[config.mk]
export PLATFORM = sky130hd
export DESIGN_NAME = fork_join_sequencer
export DESIGN_NICKNAME = d
export VERILOG_FILES = /design/src/rtl/fjseq_pkg.sv /design/src/rtl/fjseq_next.sv /design/src/rtl/fjseq_phase_reg.sv /design/src/rtl/fjseq_decode.sv /design/src/rtl/fork_join_sequencer.sv
export SDC_FILE = /design/constraint.sdc
export NUM_CORES = 1
export LEC_CHECK = 0
export BUFFER_PORTS_ARGS = -buffer_cell sky130_fd_sc_hd__buf_2
export CAP_MARGIN = 20
export CORE_AREA = 10 10 47 49
export CTS_CLUSTER_SIZE = 12
export DETAILED_ROUTE_END_ITERATION = 12
export DIE_AREA = 0 0 57 59
export PLACE_DENSITY = 0.42
export SLEW_MARGIN = 20
export SYNTH_ARGS = -nofsm -noshare
export SYNTH_HDL_FRONTEND = slang
export SYNTH_SLANG_ARGS = --single-unit
[constraint.sdc]
create_clock -name clk -period 3.05 [get_ports clk]
set_clock_uncertainty 0.2 [all_clocks]
set_input_delay 0.305 -clock clk [delete_from_list [all_inputs] [get_ports clk]]
set_output_delay 0.305 -clock clk [all_outputs]
set_load 0.02 [all_outputs]
[src/rtl/fjseq_pkg.sv]
package fjseq_pkg;

    localparam int PHASE_W = 3;

    typedef enum logic [PHASE_W-1:0] {
        PH_IDLE      = 3'd0,
        PH_LAUNCH_AB = 3'd1,
        PH_JOIN_AB   = 3'd2,
        PH_LAUNCH_C  = 3'd3,
        PH_JOIN_C    = 3'd4
    } phase_e;

    typedef struct packed {
        logic tick;
        logic busy_a;
        logic busy_b;
        logic busy_c;
    } seq_in_t;

    typedef struct packed {
        logic go_a;
        logic go_b;
        logic go_c;
    } launch_t;

    // both forked workers have acknowledged their start
    function automatic logic pair_running(seq_in_t i);
        return i.busy_a & i.busy_b;
    endfunction

    // neither forked worker is still working
    function automatic logic pair_quiet(seq_in_t i);
        return ~(i.busy_a | i.busy_b);
    endfunction

    function automatic phase_e advance(phase_e cur, seq_in_t i);
        phase_e nxt;
        nxt = cur;
        case (cur)
            PH_IDLE:      if (i.tick)          nxt = PH_LAUNCH_AB;
            PH_LAUNCH_AB: if (pair_running(i)) nxt = PH_JOIN_AB;
            PH_JOIN_AB:   if (pair_quiet(i))   nxt = PH_LAUNCH_C;
            PH_LAUNCH_C:  if (i.busy_c)        nxt = PH_JOIN_C;
            PH_JOIN_C:    if (!i.busy_c)       nxt = PH_IDLE;
            default:                           nxt = PH_IDLE;
        endcase
        return nxt;
    endfunction

endpackage

[src/rtl/fjseq_next.sv]
module fjseq_next
    import fjseq_pkg::*;
(
    input  phase_e  cur,
    input  seq_in_t ins,
    output phase_e  nxt
);
    always_comb begin
        nxt = advance(cur, ins);
    end
endmodule

[src/rtl/fjseq_phase_reg.sv]
module fjseq_phase_reg
    import fjseq_pkg::*;
(
    input  logic   clk,
    input  logic   rst,
    input  phase_e nxt,
    output phase_e cur
);
    always_ff @(posedge clk) begin
        if (rst) cur <= PH_IDLE;
        else     cur <= nxt;
    end
endmodule

[src/rtl/fjseq_decode.sv]
module fjseq_decode
    import fjseq_pkg::*;
(
    input  phase_e  cur,
    output launch_t go
);
    always_comb begin
        go      = '0;
        go.go_a = (cur == PH_LAUNCH_AB);
        go.go_b = (cur == PH_LAUNCH_AB);
        go.go_c = (cur == PH_LAUNCH_C);
    end
endmodule

[src/rtl/fork_join_sequencer.sv]
module fork_join_sequencer
    import fjseq_pkg::*;
(
    input  logic               clk,
    input  logic               rst,
    input  logic               tick,
    input  logic               busy_a,
    input  logic               busy_b,
    input  logic               busy_c,
    output logic               start_a,
    output logic               start_b,
    output logic               start_c,
    output logic [PHASE_W-1:0] phase_code
);
    seq_in_t ins;
    phase_e  cur_phase;
    phase_e  nxt_phase;
    launch_t go;

    assign ins = '{tick: tick, busy_a: busy_a, busy_b: busy_b, busy_c: busy_c};

    fjseq_next u_next (
        .cur (cur_phase),
        .ins (ins),
        .nxt (nxt_phase)
    );

    fjseq_phase_reg u_reg (
        .clk (clk),
        .rst (rst),
        .nxt (nxt_phase),
        .cur (cur_phase)
    );

    fjseq_decode u_dec (
        .cur (cur_phase),
        .go  (go)
    );

    assign start_a    = go.go_a;
    assign start_b    = go.go_b;
    assign start_c    = go.go_c;
    assign phase_code = cur_phase;
endmodule

* Yosys cells after proc, flatten, opt, wreduce, memory -nomap -nowiden
Index checks and enable logic that the tools add are counted.
** Word-level totals
- Register bits after elaboration :: 3
- Input bits :: 6
- Output and inout port bits :: 6
- Logic and storage cells :: 20
** Operators by class
- Eq/ne operators :: 9
- Muxes and demuxes :: 6
- Bitwise operators :: 2
- Reduce and logical (&&, ||, !) cells :: 2
** Operators by type and width (count)
- 3-bit two-way mux :: 5
- 3-bit one-hot mux with 5 select lines :: 1
- 2-bit inequality test (second input constant) :: 4
- 3-bit by 2-bit equality test with 1-bit output (second input constant) :: 2
- 5-bit AND reduction :: 1
- 3-bit by 1-bit equality test with 1-bit output (second input constant) :: 1
- 3-bit equality test (second input constant) :: 1
- 3-bit logical NOT :: 1
- 2-bit by 1-bit inequality test with 1-bit output (second input constant) :: 1
- 1-bit AND :: 1
- 1-bit OR :: 1

* Logic depth before layout (Yosys ltp)
- Depth after elaboration :: 3
- Mapped depth :: 3
- Mapped depth without buffers :: 3

* Hierarchy
Synthesis repeated with hierarchy kept, for this count alone.
** Unflattened totals
- Cell total of the unflattened synthesis :: 21
- Area total of the unflattened synthesis :: 182.7 µm²
** Modules (own cells, without submodules)
- fjseq_phase_reg :: times used 1, cells an instance 6, area each 78.8 µm², sequential area each 60.1 µm²
- fjseq_next :: times used 1, cells an instance 12, area each 75.1 µm², sequential area each 0.0 µm²
- fjseq_decode :: times used 1, cells an instance 3, area each 28.8 µm², sequential area each 0.0 µm²

* Worst setup path after synthesis
No wires, ideal clock.
- Kind :: register to output
- Start point :: register u_reg.cur[0]
- End point :: output port start_b
- Arrival :: 1.407 ns
- Required time :: 2.545 ns
- Setup slack :: 1.138 ns
- Stages on the path, launching flop included :: 3
- Path buffers :: 1
- Cell sequence :: dfxtp_1 -> nor3b_1 -> buf_4
** Between the ends
- Word-level cells in the longest chain between the ends :: 1
** RTL lines
- start: declaration :: RTL line fjseq_phase_reg.sv:7 : output phase_e cur
- start signal: assignment :: RTL line fjseq_phase_reg.sv:11 : else cur <= nxt;
- 3-bit by 1-bit equality test with 1-bit output
- end: declaration :: RTL line fork_join_sequencer.sv:11 : output logic start_b,
Every way passes these cells.

* Final worst setup path
- Start point :: register u_reg.cur[0]
- End point :: output port start_b
** Between the ends
- Word-level cells in the longest chain between the ends :: 1
** RTL lines
- 3-bit by 1-bit equality test with 1-bit output :: RTL line fjseq_decode.sv:10 : go.go_b = (cur == PH_LAUNCH_AB);
Every way passes these cells.

==> qor.txt <==
1st-iter DRT viols -> 0
number of synthesized register bits -> 3
Setup Buffers After CTS -> 0
clock sinks -> 3
Initial Util -> 11.6%
1st-pass router iterations -> 1
P per Cell Area -> 539 nW/um2
placed cells -> 45
Tcrit/Tclk final -> 55.6%
clk root buf -> clkbuf_4
area leader, netlist -> dfxtp_1
Avg Inst Size Synth -> 8.56 um2
total of max-cap violations -> 0
total CTS buffers -> 3
hold_buf cts -> 0
DRT met1 WL -> 320 um
DR vias/cell -> 3.76
Clock Pin Slew Worst Setup and Hold Paths -> 0.03 ns
antenna viol nets, final -> 0
Total Die Area -> 3360 um2
FF-to-FF setup slack -> 1.65 ns
max layer used -> met3
number of synthesized flops with an enable pin -> 0
IO Count -> 12
Hold Crit Class -> in2reg
RSZ-0062 raised after global routing -> no
area post-placement -> 230 um2
fill count -> 167
synth-to-layout area growth -> 57.7%
final WL -> 510 um
Synth Flop Type -> dfxtp_1
outcome -> finished, final reports clean
initial antenna violation count -> 0
Critical Path Start Type -> flip-flop
post-synth top area share -> 36.9%
CP Data Required Time -> 2.54 ns
Top Registers -> u_reg.cur (3)
top cells by area, synth -> dfxtp_1, nor3b_1, a211oi_2
number of gates resized after CTS -> 0
gr usage total -> 3.07%
Synthesized Nets -> 25
Clock Latency Late Sink -> 0.23 ns
Setup TNS -> 0 ns
# diodes -> 0
Layout Nets -> 40
final cell count without fillers -> 49
Die Y -> 59 um
wire length per cell -> 10.4 um
register area share after synthesis -> 36.9%
leakage power -> 0.122 nW
Final Setup Violations -> 0
commonest cells in the netlist -> dfxtp_1, nor2_1, nor3b_1
Final min period -> 1.70 ns
CP endpoint kind -> output port
Slew Limit Fails -> 0
port bufs -> 11
worst-path fanout max -> 9
layout cells sized above 1 -> 48.5%
Syn Inst Count -> 19
worst hold stages -> 2
RePlAce Congestion -> 0.702
cell area after synthesis -> 163 um2
total core area -> 1400 um2
worst r2r path cells -> 3
via count -> 184
Slew @ Worst Pin -> 0.258 ns
vias in the first global route -> 180
FFs w/ async S/R, synth -> 0%
DR WL met3 -> 76 um
WL met2 -> 113 um
relative slew slack -> 82.8%
grt ovf -> 0
critical setup path kind -> reg2out
DRC -> 0
Die Span X -> 57 um
CTS H-tree lvls -> 1
CTS tree -> yes
fin area -> 256 um2
library cells used by synthesis -> 13
max FFs per register -> 3
first-pass GRT wire length -> 772 um
final-report hold violation count -> 0
YS warnings -> 0
Max Root-Sink Buffers -> 2
CP arrival -> 1.19 ns
Max Fclk -> 589 MHz
largest net degree at the start of global routing -> 10
Worst VDD drop -> 153 uV
largest reg by FF count -> u_reg.cur
cell row count -> 14
-- logic make-up (layout without fill, tap and decap cells) --
logic type	Yosys count	count (layout)	share of synthesized area, %
flip-flops	3	3	36.9
AO/OA/AOI/OAI	3	3	15.4
buffers and inverters	1	15	4.62
AND/OR/NAND/NOR	12	12	43.1
-- final cells by class --
class | count | area (um2) | share of cell area, %
timing repair buffer | 11 | 55.1 | 21.5
multi-input combinational | 15 | 95.1 | 37.1
tap | 16 | 20.0 | 7.80
sequential | 3 | 60.1 | 23.4
clock buffer | 4 | 26.3 | 10.2
-- power by group --
| group | leakage, nW | switching (mW) | internal (mW) | total (mW) |
|---|---|---|---|---|
| Sequential | 0.0246 | 0.00391 | 0.0416 | 0.0455 |
| Clock | 0.0150 | 0.0201 | 0.0490 | 0.0691 |
| Combinational | 0.0824 | 0.0136 | 0.00997 | 0.0236 |
| Total | 0.122 | 0.0376 | 0.101 | 0.138 |
-- cell usage in the layout (no fill, tap or decap), types with 3 or more instances in the layout --
master    instances
buf_2            11
nor2_1            3
nor3b_1           3
clkbuf_4          3
dfxtp_1           3
-- worst max-delay path, cell delays in order, from the launching register on --
cell and delay [ns]:
dfxtp_1 0.44, nor3b_1 0.29, buf_2 0.22
-- per-layer routing --
metal	global-route usage [%]	up-vias
met3	3.22	0
met2	1.55	14
met4	2.01	0
met1	4.75	73
met5	0	-
li1	-	97
-- per-stage QoR --
step / setup WS [ns] / power, mW / hold slack [ns] / utilization (%)
4_1_cts: 1.35 / 0.142 / 0.0622 / 18.3
3_5_place_dp: 1.61 / 0.0696 / 0.307 / 16.4
2_1_floorplan: 1.14 / 0.0608 / 0.170 / -
3_3_place_gp: 1.57 / 0.0702 / 0.307 / 16.4
5_1_grt: 1.26 / 0.148 / 0.0683 / 18.3
6_report: 1.35 / 0.138 / 0.0711 / 18.3
-- worst paths after layout --
check                     from           end
hold reg to reg   u_reg.cur[2]  u_reg.cur[0]
setup / recovery  u_reg.cur[0]       start_b
setup reg to reg  u_reg.cur[0]  u_reg.cur[0]
hold / removal             rst  u_reg.cur[0]
No activity file was read; power rests on OpenSTA's default activity.
